$ cat config.mk
export PLATFORM = sky130hd
export DESIGN_NAME = can_cmd_ctrl
export DESIGN_NICKNAME = d
export VERILOG_FILES = /design/src/rtl/can_cmd_pkg.sv /design/src/rtl/can_cmd_decode.sv /design/src/rtl/can_tx_pick.sv /design/src/rtl/can_tx_slots.sv /design/src/rtl/can_rx_status.sv /design/src/rtl/can_cmd_ctrl.sv
export SDC_FILE = /design/constraint.sdc
export NUM_CORES = 1
export LEC_CHECK = 0
export BUFFER_PORTS_ARGS = -buffer_cell sky130_fd_sc_hd__buf_2
export CORE_ASPECT_RATIO = 0.75
export CORE_MARGIN = 4
export CORE_UTILIZATION = 40
export DETAILED_ROUTE_END_ITERATION = 10
export PLACE_DENSITY = 0.65
export SLEW_MARGIN = 0
export SYNTH_ARGS = -nofsm -noshare
export SYNTH_HDL_FRONTEND = slang
export SYNTH_SLANG_ARGS = --single-unit
$ cat constraint.sdc
create_clock -name clk -period 2.5 [get_ports clk]
set_input_delay 0.25 -clock clk [delete_from_list [all_inputs] [get_ports clk]]
set_output_delay 0.25 -clock clk [all_outputs]
set_load 0.02 [all_outputs]
$ cat src/rtl/can_cmd_pkg.sv
`timescale 1ns/1ps
package can_cmd_pkg;
  localparam int CMD_TX   = 0;
  localparam int CMD_ABT  = 1;
  localparam int CMD_REL  = 2;
  localparam int CMD_CLR  = 3;
  localparam int CMD_SELF = 4;
  localparam int SEL_LSB  = 5;

  typedef struct packed {
    logic tx;
    logic abt;
    logic rel;
    logic clr;
    logic self_rx;
  } cmd_t;
endpackage

$ cat src/rtl/can_cmd_decode.sv
`timescale 1ns/1ps
module can_cmd_decode
  import can_cmd_pkg::*;
#(
  parameter int NBUF  = 3,
  localparam int CMD_W = SEL_LSB + NBUF
) (
  input  logic             clk,
  input  logic             rst_n,
  input  logic             wr,
  input  logic [CMD_W-1:0] wdata,
  output cmd_t             cmd,
  output logic [NBUF-1:0]  sel,
  output logic             err
);
  logic wr_q;
  logic accept;
  logic too_close;

  assign too_close = wr && wr_q;
  assign accept    = wr && !wr_q;

  always_ff @(posedge clk) begin
    if (!rst_n) begin
      wr_q <= 1'b0;
      err  <= 1'b0;
    end else begin
      wr_q <= wr;
      if (too_close) err <= 1'b1;
    end
  end

  always_comb begin
    cmd.tx      = accept && wdata[CMD_TX];
    cmd.abt     = accept && wdata[CMD_ABT];
    cmd.rel     = accept && wdata[CMD_REL];
    cmd.clr     = accept && wdata[CMD_CLR];
    cmd.self_rx = accept && wdata[CMD_SELF];
    sel         = wdata[SEL_LSB +: NBUF];
  end

  AST_GAP_SETS_ERR: assert property (@(posedge clk) disable iff (!rst_n)
    wr && $past(wr) |=> err);
  AST_ERR_STICKY: assert property (@(posedge clk) disable iff (!rst_n)
    err |=> err);
endmodule

$ cat src/rtl/can_tx_pick.sv
`timescale 1ns/1ps
module can_tx_pick #(
  parameter int NBUF  = 3,
  parameter int ID_W  = 11,
  localparam int IDX_W = (NBUF > 1) ? $clog2(NBUF) : 1
) (
  input  logic [NBUF-1:0]      mask,
  input  logic [NBUF*ID_W-1:0] ids,
  input  logic                 by_id,
  output logic [NBUF-1:0]      grant,
  output logic [IDX_W-1:0]     idx
);
  // Does buffer a win against buffer b?
  function automatic logic wins(input logic [ID_W-1:0] ida,
                                input logic [ID_W-1:0] idb,
                                input logic a_lower, input logic mode_id);
    if (mode_id) return (ida < idb) || ((ida == idb) && a_lower);
    return a_lower;
  endfunction

  logic [NBUF*NBUF-1:0] beat;

  for (genvar i = 0; i < NBUF; i++) begin : g_row
    for (genvar j = 0; j < NBUF; j++) begin : g_col
      localparam bit LOWER = (i < j);
      if (i == j) begin : g_self
        assign beat[i*NBUF+j] = 1'b1;
      end else begin : g_pair
        assign beat[i*NBUF+j] = !mask[j] ||
          wins(ids[i*ID_W +: ID_W], ids[j*ID_W +: ID_W], LOWER, by_id);
      end
    end
    assign grant[i] = mask[i] && (&beat[i*NBUF +: NBUF]);
  end

  always_comb begin
    idx = '0;
    for (int k = 0; k < NBUF; k++)
      if (grant[k]) idx = k[IDX_W-1:0];
  end

  always_comb begin
    AST_GRANT_ONEHOT: assert (!(|mask) || $onehot(grant));
  end
endmodule

$ cat src/rtl/can_tx_slots.sv
`timescale 1ns/1ps
module can_tx_slots
  import can_cmd_pkg::*;
#(
  parameter int NBUF  = 3,
  parameter int ID_W  = 11,
  localparam int IDX_W = (NBUF > 1) ? $clog2(NBUF) : 1
) (
  input  logic                 clk,
  input  logic                 rst_n,
  input  cmd_t                 cmd,
  input  logic [NBUF-1:0]      sel,
  input  logic                 by_id,
  input  logic [NBUF*ID_W-1:0] ids,
  input  logic                 tx_busy,
  input  logic                 tx_done,
  output logic                 tx_start,
  output logic [IDX_W-1:0]     tx_slot,
  output logic                 tx_self,
  output logic [NBUF-1:0]      pend,
  output logic                 rx_enable
);
  logic [NBUF-1:0]  flight;
  logic [NBUF-1:0]  self_q;
  logic [NBUF-1:0]  req_grant;
  logic [NBUF-1:0]  go_grant;
  logic [IDX_W-1:0] req_idx;
  logic             queue_cmd;
  logic             abort_hit;

  assign queue_cmd = cmd.tx || cmd.self_rx;
  assign abort_hit = cmd.abt && |(sel & flight);

  can_tx_pick #(.NBUF(NBUF), .ID_W(ID_W)) u_req_pick (
    .mask(sel), .ids(ids), .by_id(by_id), .grant(req_grant), .idx(req_idx));

  can_tx_pick #(.NBUF(NBUF), .ID_W(ID_W)) u_go_pick (
    .mask(pend), .ids(ids), .by_id(by_id), .grant(go_grant), .idx(tx_slot));

  assign tx_start  = !tx_busy && !(|flight) && (|pend);
  assign tx_self   = |(go_grant & self_q);
  assign rx_enable = !(|(flight & ~self_q));

  always_ff @(posedge clk) begin
    if (!rst_n) begin
      pend   <= '0;
      flight <= '0;
      self_q <= '0;
    end else begin
      for (int i = 0; i < NBUF; i++) begin
        if (tx_done && flight[i]) begin
          pend[i]   <= 1'b0;
          flight[i] <= 1'b0;
        end else if (tx_start && go_grant[i]) begin
          flight[i] <= 1'b1;
        end
        if (cmd.abt && sel[i] && !flight[i]) pend[i] <= 1'b0;
        if (queue_cmd && req_grant[i]) begin
          pend[i]   <= 1'b1;
          self_q[i] <= cmd.self_rx;
        end
      end
    end
  end

  AST_ONE_IN_FLIGHT: assert property (@(posedge clk) disable iff (!rst_n)
    $onehot0(flight));
  AST_START_PULSE: assert property (@(posedge clk) disable iff (!rst_n)
    tx_start |=> !tx_start);
  AST_ABORT_REFUSED: assert property (@(posedge clk) disable iff (!rst_n)
    abort_hit && !tx_done |=> |(pend & $past(sel & flight)));
  AST_PLAIN_MUTES_RX: assert property (@(posedge clk) disable iff (!rst_n)
    tx_start && !tx_self && !queue_cmd |=> !rx_enable);
  AST_SELF_KEEPS_RX: assert property (@(posedge clk) disable iff (!rst_n)
    tx_start && tx_self && !queue_cmd |=> rx_enable);
endmodule

$ cat src/rtl/can_rx_status.sv
`timescale 1ns/1ps
module can_rx_status #(
  parameter int RX_DEPTH = 2,
  localparam int CNT_W   = $clog2(RX_DEPTH + 1)
) (
  input  logic clk,
  input  logic rst_n,
  input  logic frame_in,
  input  logic release_cmd,
  input  logic clear_cmd,
  output logic full_flag,
  output logic overrun
);
  logic [CNT_W-1:0] held;
  logic             rel_eff;
  logic             at_cap;
  logic             lost;

  assign rel_eff   = release_cmd && (held != '0);
  assign at_cap    = (held == CNT_W'(RX_DEPTH));
  assign lost      = frame_in && at_cap && !rel_eff;
  assign full_flag = (held != '0);

  always_ff @(posedge clk) begin
    if (!rst_n) begin
      held    <= '0;
      overrun <= 1'b0;
    end else begin
      if (frame_in && !lost && !rel_eff)      held <= held + 1'b1;
      else if (rel_eff && !frame_in)          held <= held - 1'b1;
      if (lost)           overrun <= 1'b1;
      else if (clear_cmd) overrun <= 1'b0;
    end
  end

  AST_OVERRUN_ON_FULL: assert property (@(posedge clk) disable iff (!rst_n)
    frame_in && at_cap && !release_cmd |=> overrun);
  AST_LAST_RELEASE: assert property (@(posedge clk) disable iff (!rst_n)
    release_cmd && !frame_in && (held == CNT_W'(1)) |=> !full_flag);
  AST_CLEAR_DOR: assert property (@(posedge clk) disable iff (!rst_n)
    clear_cmd && !frame_in |=> !overrun);
endmodule

$ cat src/rtl/can_cmd_ctrl.sv
`timescale 1ns/1ps
module can_cmd_ctrl
  import can_cmd_pkg::*;
#(
  parameter int NBUF     = 3,
  parameter int ID_W     = 11,
  parameter int RX_DEPTH = 2,
  localparam int CMD_W   = SEL_LSB + NBUF,
  localparam int IDX_W   = (NBUF > 1) ? $clog2(NBUF) : 1
) (
  input  logic                 clk,
  input  logic                 rst_n,
  input  logic                 reg_wr,
  input  logic [CMD_W-1:0]     reg_wdata,
  output logic [CMD_W-1:0]     reg_rdata,
  input  logic                 prio_by_id,
  input  logic [NBUF*ID_W-1:0] slot_id,
  input  logic                 tx_busy,
  input  logic                 tx_done,
  output logic                 tx_start,
  output logic [IDX_W-1:0]     tx_slot,
  output logic                 tx_self,
  output logic [NBUF-1:0]      tx_pend,
  output logic                 rx_enable,
  input  logic                 rx_frame,
  output logic                 rx_full_flag,
  output logic                 rx_overrun,
  output logic                 cmd_err
);
  cmd_t            cmd;
  logic [NBUF-1:0] sel;

  assign reg_rdata = '0;

  can_cmd_decode #(.NBUF(NBUF)) u_decode (
    .clk(clk), .rst_n(rst_n), .wr(reg_wr), .wdata(reg_wdata),
    .cmd(cmd), .sel(sel), .err(cmd_err));

  can_tx_slots #(.NBUF(NBUF), .ID_W(ID_W)) u_slots (
    .clk(clk), .rst_n(rst_n), .cmd(cmd), .sel(sel), .by_id(prio_by_id),
    .ids(slot_id), .tx_busy(tx_busy), .tx_done(tx_done),
    .tx_start(tx_start), .tx_slot(tx_slot), .tx_self(tx_self),
    .pend(tx_pend), .rx_enable(rx_enable));

  can_rx_status #(.RX_DEPTH(RX_DEPTH)) u_rx (
    .clk(clk), .rst_n(rst_n), .frame_in(rx_frame),
    .release_cmd(cmd.rel), .clear_cmd(cmd.clr),
    .full_flag(rx_full_flag), .overrun(rx_overrun));

  AST_READ_ZERO: assert property (@(posedge clk) disable iff (!rst_n)
    reg_rdata == '0);
endmodule

==> out/results.ini, run 1 <==
[run_status]
outcome = finished clean

[routing]
vias = 1573
drtIter0Drc = 56
wire_per_inst_um = 12.6
viasPerCell = 4.90
first_pass_iters = 4
drc = 0
drt-total-wl_um = 4050
ant_nets = 0

[clock_tree]
htreeDepth = 1
cts.sinks = 14
cts_tree = yes
clockBufferDepth = 2
cts_buffers = 3
cts_root_buf = clkbuf_8
clkTransAtPathRegs_ns = 0.06
clock_latency_ns = 0.25

[sta]
finalHoldViolCount = 0
finalSetupViolCount = 0
slew_violations = 0
hold_slack_ns = 0.240
skew_ns = 0.00158
fmax_ghz = 0.418
fin_setup_tns_ns = 0
fin_crit_ns = 2.39
fin_crit_sh = 0.958
fin_ws_ns = 0.106

[grt]
grt_max_degree = 17
grtUsageTotal = 0.158
grt_pass1_wl_um = 6490
antenna_found_initial = 0
grt_pass1_vias = 1432
grt-ovfl-total = 0

[placed_design]
dp_worst_setup_slack_ns = 0.0631
placed_area_mm2 = 0.00193
io_buffers = 58
place_congestion = 0.827
place_hpwl_um = 3460

[cells_and_area]
diodes = 0
syn_to_final_growth_pct = 24.9
fin_area_mm2 = 0.00202
fin_util = 0.535
multi_input_area_mm2 = 0.00117
fin_nets = 351
fillers = 378
post_route_cells_drive_above_1_share = 0.279
seq_area_um2 = 280

[die]
io_pins = 67
die_h_um = 63.1
core_mm2 = 0.00378
die_x_um = 81.5
start_util = 0.428
rows = 19
fp.dieArea_mm2 = 0.00514

[synth]
syn_inst = 208
ys_warn_count = 0
netlist_top_cells_area = ha_1 26%, dfxtp_1 17%, inv_1 9.3%
synth_common_cells = 40 x inv_1, 33 x ha_1, 18 x nand2_1, 17 x a21oi_1, 14 x dfxtp_1
synth_async_sr_flop_share = 0
post_synth.cell_area_avg_um2 = 7.78
yosysMostFrequentCell = inv_1
synth_top_area_frac = 0.255
synth_top_area_cell = ha_1
synth_cell_types = 43
syn_area_mm2 = 0.00162
ys.flop_type = dfxtp_1
ys_ff_latch = 14
ys_seq_area_frac = 0.173
synth_edf_count = 0

[flow_run]
drv_cap = 0

[critical_path]
criticalPathCategory = in -> out
r2r_start = u_decode.wr_q
cp-endpoint = tx_self
cp_max_fo = 4
end_kind = output port
timing.rr.end = u_rx.held[0]
reg2reg_depth = 6
startpoint = slot_id[9]
required_ns = 2.25
start_kind = input pin
rrSetupSlack_ns = 0.91
arrival_ns = 2.14

[min_path]
hp-class = in -> reg

[power]
powerDensity_mw_per_mm2 = 357
ir_worst_vdd_uv = 202
leakagePower_nw = 1.09

==> cells in the final DEF (no fill, tap or decap), types with 2 or more instances in the layout <==
master,count
nor2_1,4
inv_1,40
mux2i_1,4
and2_1,3
nand3_1,6
ha_1,33
a21boi_0,2
a21oi_1,17
nor2b_1,5
a221o_1,4
nand4_1,8
nand2_1,18
a221oi_2,2
buf_2,58
o21ai_1,2
o211ai_1,2
clkbuf_8,4
or2_2,2
o2111ai_1,4
o21ai_0,5
conb_1,8
buf_4,2
dfxtp_1,14
==> state kept, by name, indices dropped and copies added, names as in the netlist <==
signal	count
u_decode.wr_q	1
u_slots.pend	3
u_rx.overrun	1
u_rx.held	2
u_decode.err	1
u_slots.self_q	3
u_slots.flight	3
==> critical path, cell delays in order <==
cell	delay (ns)
buf_2	0.08
inv_1	0.04
ha_1	0.31
nand4_1	0.17
a211oi_1	0.35
a211oi_2	0.09
o221a_2	0.33
a221o_1	0.35
buf_2	0.16
==> per-stage QoR <==
stage | power (W) | instances
6_report | 0.000721 | 321
5_1_grt | 0.000776 | 321
4_1_cts | 0.000718 | 319
3_5_place_dp | 0.000495 | 315
3_3_place_gp | 0.000495 | 315
2_1_floorplan | 0.000413 | 215
==> power by group <==
group          switching (W)  total (W)  leakage, nW  internal, W
sequential        0.00000919   0.000240        0.114     0.000231
combinational       0.000151   0.000262        0.949     0.000111
clock              0.0000799   0.000219       0.0288     0.000140
==> what timing repair did <==
item,CTS,global route
endpoints found under the setup margin,0,1
hold endpoints to repair,0,0
buffers inserted,0,2
hold buffers,0,0
gates resized for setup,0,3
==> worst min path at each step <==
stage                           start                 to  slack [ns]  cells after the start
detailed placement  u_slots.self_q[1]  u_slots.self_q[1]        0.45                      2
floorplan                      reg_wr      u_decode.wr_q        0.38                      1
CTS                            reg_wr      u_decode.wr_q        0.24                      2
global route                   reg_wr      u_decode.wr_q        0.25                      2
finish                         reg_wr      u_decode.wr_q        0.24                      2
global placement    u_slots.self_q[1]  u_slots.self_q[1]        0.45                      2
==> metal layers <==
layer / routed length [um] / track usage
met5: 0 / 0
met3: 252 / 0.0385
met4: 12 / 0.0380
met2: 1630 / 0.215
met1: 2150 / 0.244
==> cell families after synthesis <==
group	Yosys count	synth area share
AOI/OAI and AO/OA	51	0.219
adders and majority gates	33	0.255
buffers and inverters	50	0.134
DFF	14	0.173
muxes	4	0.0247
other	1	0.00232
and+or+nand+nor	55	0.191
==> layout make-up <==
type,count,area share
clock buffers,4,0.0272
inverters,40,0.0743
multi-input cells,151,0.577
flip-flops and latches,14,0.139
well taps,52,0.0322
repair buffers,60,0.151
No activity file was read; power rests on OpenSTA's default activity.
==> run 2: changes to the inputs <==
Settings changed: PLACE_DENSITY 0.65 to 0.68.
Clock period 2.5 ns to 2.2 ns, I/O delays scaled along.
==> out/results.ini, run 2 (same netlist as run 1, synthesis figures left out) <==
[routing]
drc = 0
vias = 1699
first_pass_iters = 4
drtIter0Drc = 109
ant_nets = 0
wire_per_inst_um = 14.0
viasPerCell = 5.13
drt-total-wl_um = 4630

[cells_and_area]
post_route_cells_drive_above_1_share = 0.448
syn_to_final_growth_pct = 52.0
fin_nets = 362
final_common_cell = buf_2
diodes = 0
final_cell_mix = 46 x buf_2, 30 x inv_1, 17 x ha_1
reg_top3 = u_slots.flight x3, u_slots.pend x3, u_slots.self_q x3

[sta]
fin_ws_ns = -0.0395
slew_violations = 0
fin_crit_sh = 1.02
fin_crit_ns = 2.24
skew_ns = 0.00742
finalSetupViolCount = 1
fin_setup_tns_ns = -0.0395
rsz0062_at_grt = true
finalHoldViolCount = 0
fmax_ghz = 0.447

[grt]
grt_pass1_vias = 1555
grt_max_degree = 17
antenna_found_initial = 0
grt-ovfl-total = 0
grt_pass1_wl_um = 7160
grtUsageTotal = 0.173

[placed_design]
place_hpwl_um = 3560
dp_worst_setup_slack_ns = -0.118
io_buffers = 58
place_congestion = 0.883

[power]
switching_share = 0.349
powerDensity_mw_per_mm2 = 362
pwr-share-clk = 0.229
ir_worst_vdd_uv = 280
leakagePower_nw = 1.16
power_frac_seq = 0.308
p_sw_w = 0.000310
total_power_w = 0.000890
p_int_w = 0.000580
p_comb_frac = 0.463

[clock_tree]
clock_latency_ns = 0.24
cts_root_buf = clkbuf_8
clockBufferDepth = 2
cts_buffers = 3
htreeDepth = 1
clkTransAtPathRegs_ns = 0.05
cts.sinks = 14
cts_tree = yes

[critical_path]
cp_max_fo = 3
startpoint = slot_id[9]
end_kind = output port
rrSetupSlack_ns = 0.67
reg2reg_depth = 6
timing.rr.end = u_rx.held[0]
required_ns = 1.98
arrival_ns = 2.02
cp-endpoint = tx_self
start_kind = input pin
r2r_start = u_decode.wr_q
criticalPathCategory = in -> out

[run_status]
outcome = complete, but fails checks
violations = negative setup slack

[die]
core_mm2 = 0.00378
io_pins = 67
die_h_um = 63.1
rows = 19
die_x_um = 81.5
fp.dieArea_mm2 = 0.00514
start_util = 0.428

[flow_run]
drv_cap = 0

[min_path]
hp-class = in -> reg

## run 2: cell count changes in the layout (fill, tap and decap cells not counted), sizes merged
cell	delta
buf	+11
clkbuf	-1
## run 2: power groups by stage
stage | Clock, W | Combinational [W] | Sequential, W
after floorplan | 0 | 0.000189 | 0.000281
after global routing | 0.000217 | 0.000456 | 0.000275
after detailed placement | 0 | 0.000302 | 0.000278
final | 0.000204 | 0.000412 | 0.000274
after global placement | 0 | 0.000299 | 0.000278
after CTS | 0.000208 | 0.000349 | 0.000273
## run 2: through the flow
| stage | area (um^2) | hold slack, ns | utilization | std cells |
|---|---|---|---|---|
| after global routing | 2460 | 0.219 | 0.651 | 331 |
| after global placement | 2000 | 0.448 | 0.529 | 324 |
| after detailed placement | 2000 | 0.457 | 0.529 | 324 |
| after CTS | 2260 | 0.213 | 0.597 | 330 |
| final | 2460 | 0.213 | 0.651 | 331 |
| after floorplan | 1650 | 0.347 | - | 215 |
## run 2: worst min path at each step
stage                                  from           endpoint  slack, ns  cells past startpoint
after floorplan                      reg_wr      u_decode.wr_q       0.35                      1
after CTS                            reg_wr      u_decode.wr_q       0.21                      2
final                                reg_wr      u_decode.wr_q       0.21                      2
after global routing                 reg_wr      u_decode.wr_q       0.22                      2
after detailed placement             reg_wr      u_decode.wr_q       0.46                      2
after global placement    u_slots.self_q[1]  u_slots.self_q[1]       0.45                      2
## run 2: metal layers
layer / GRT usage / wire, um
met2: 0.279 / 2120
met4: 0.0190 / 46
met1: 0.247 / 2180
met3: 0.0285 / 285
met5: 0 / 0
## run 2: final cells by class
class / count / area [um^2]
multi-input combinational: 151 / 1450
fill: 321 / 1320
timing repair buffer: 71 / 459
sequential: 14 / 280
inverter: 40 / 163
tap: 52 / 65.1
clock buffer: 3 / 41.3
## run 2: worst max-delay path, cell delays in order
cell	delay, ns
buf_8	0.08
inv_6	0.04
ha_4	0.26
nand4_1	0.16
a211oi_2	0.27
a211oi_2	0.07
buf_4	0.15
o221a_4	0.28
a221o_1	0.35
buf_6	0.14
## run 2: repair_timing
item                       4_1_cts  5_1_grt
setup endpoints to repair        2        2
gates resized for setup         29       46
setup buffers                    3        1
hold buffers                     0        0
pin swaps                       14       14
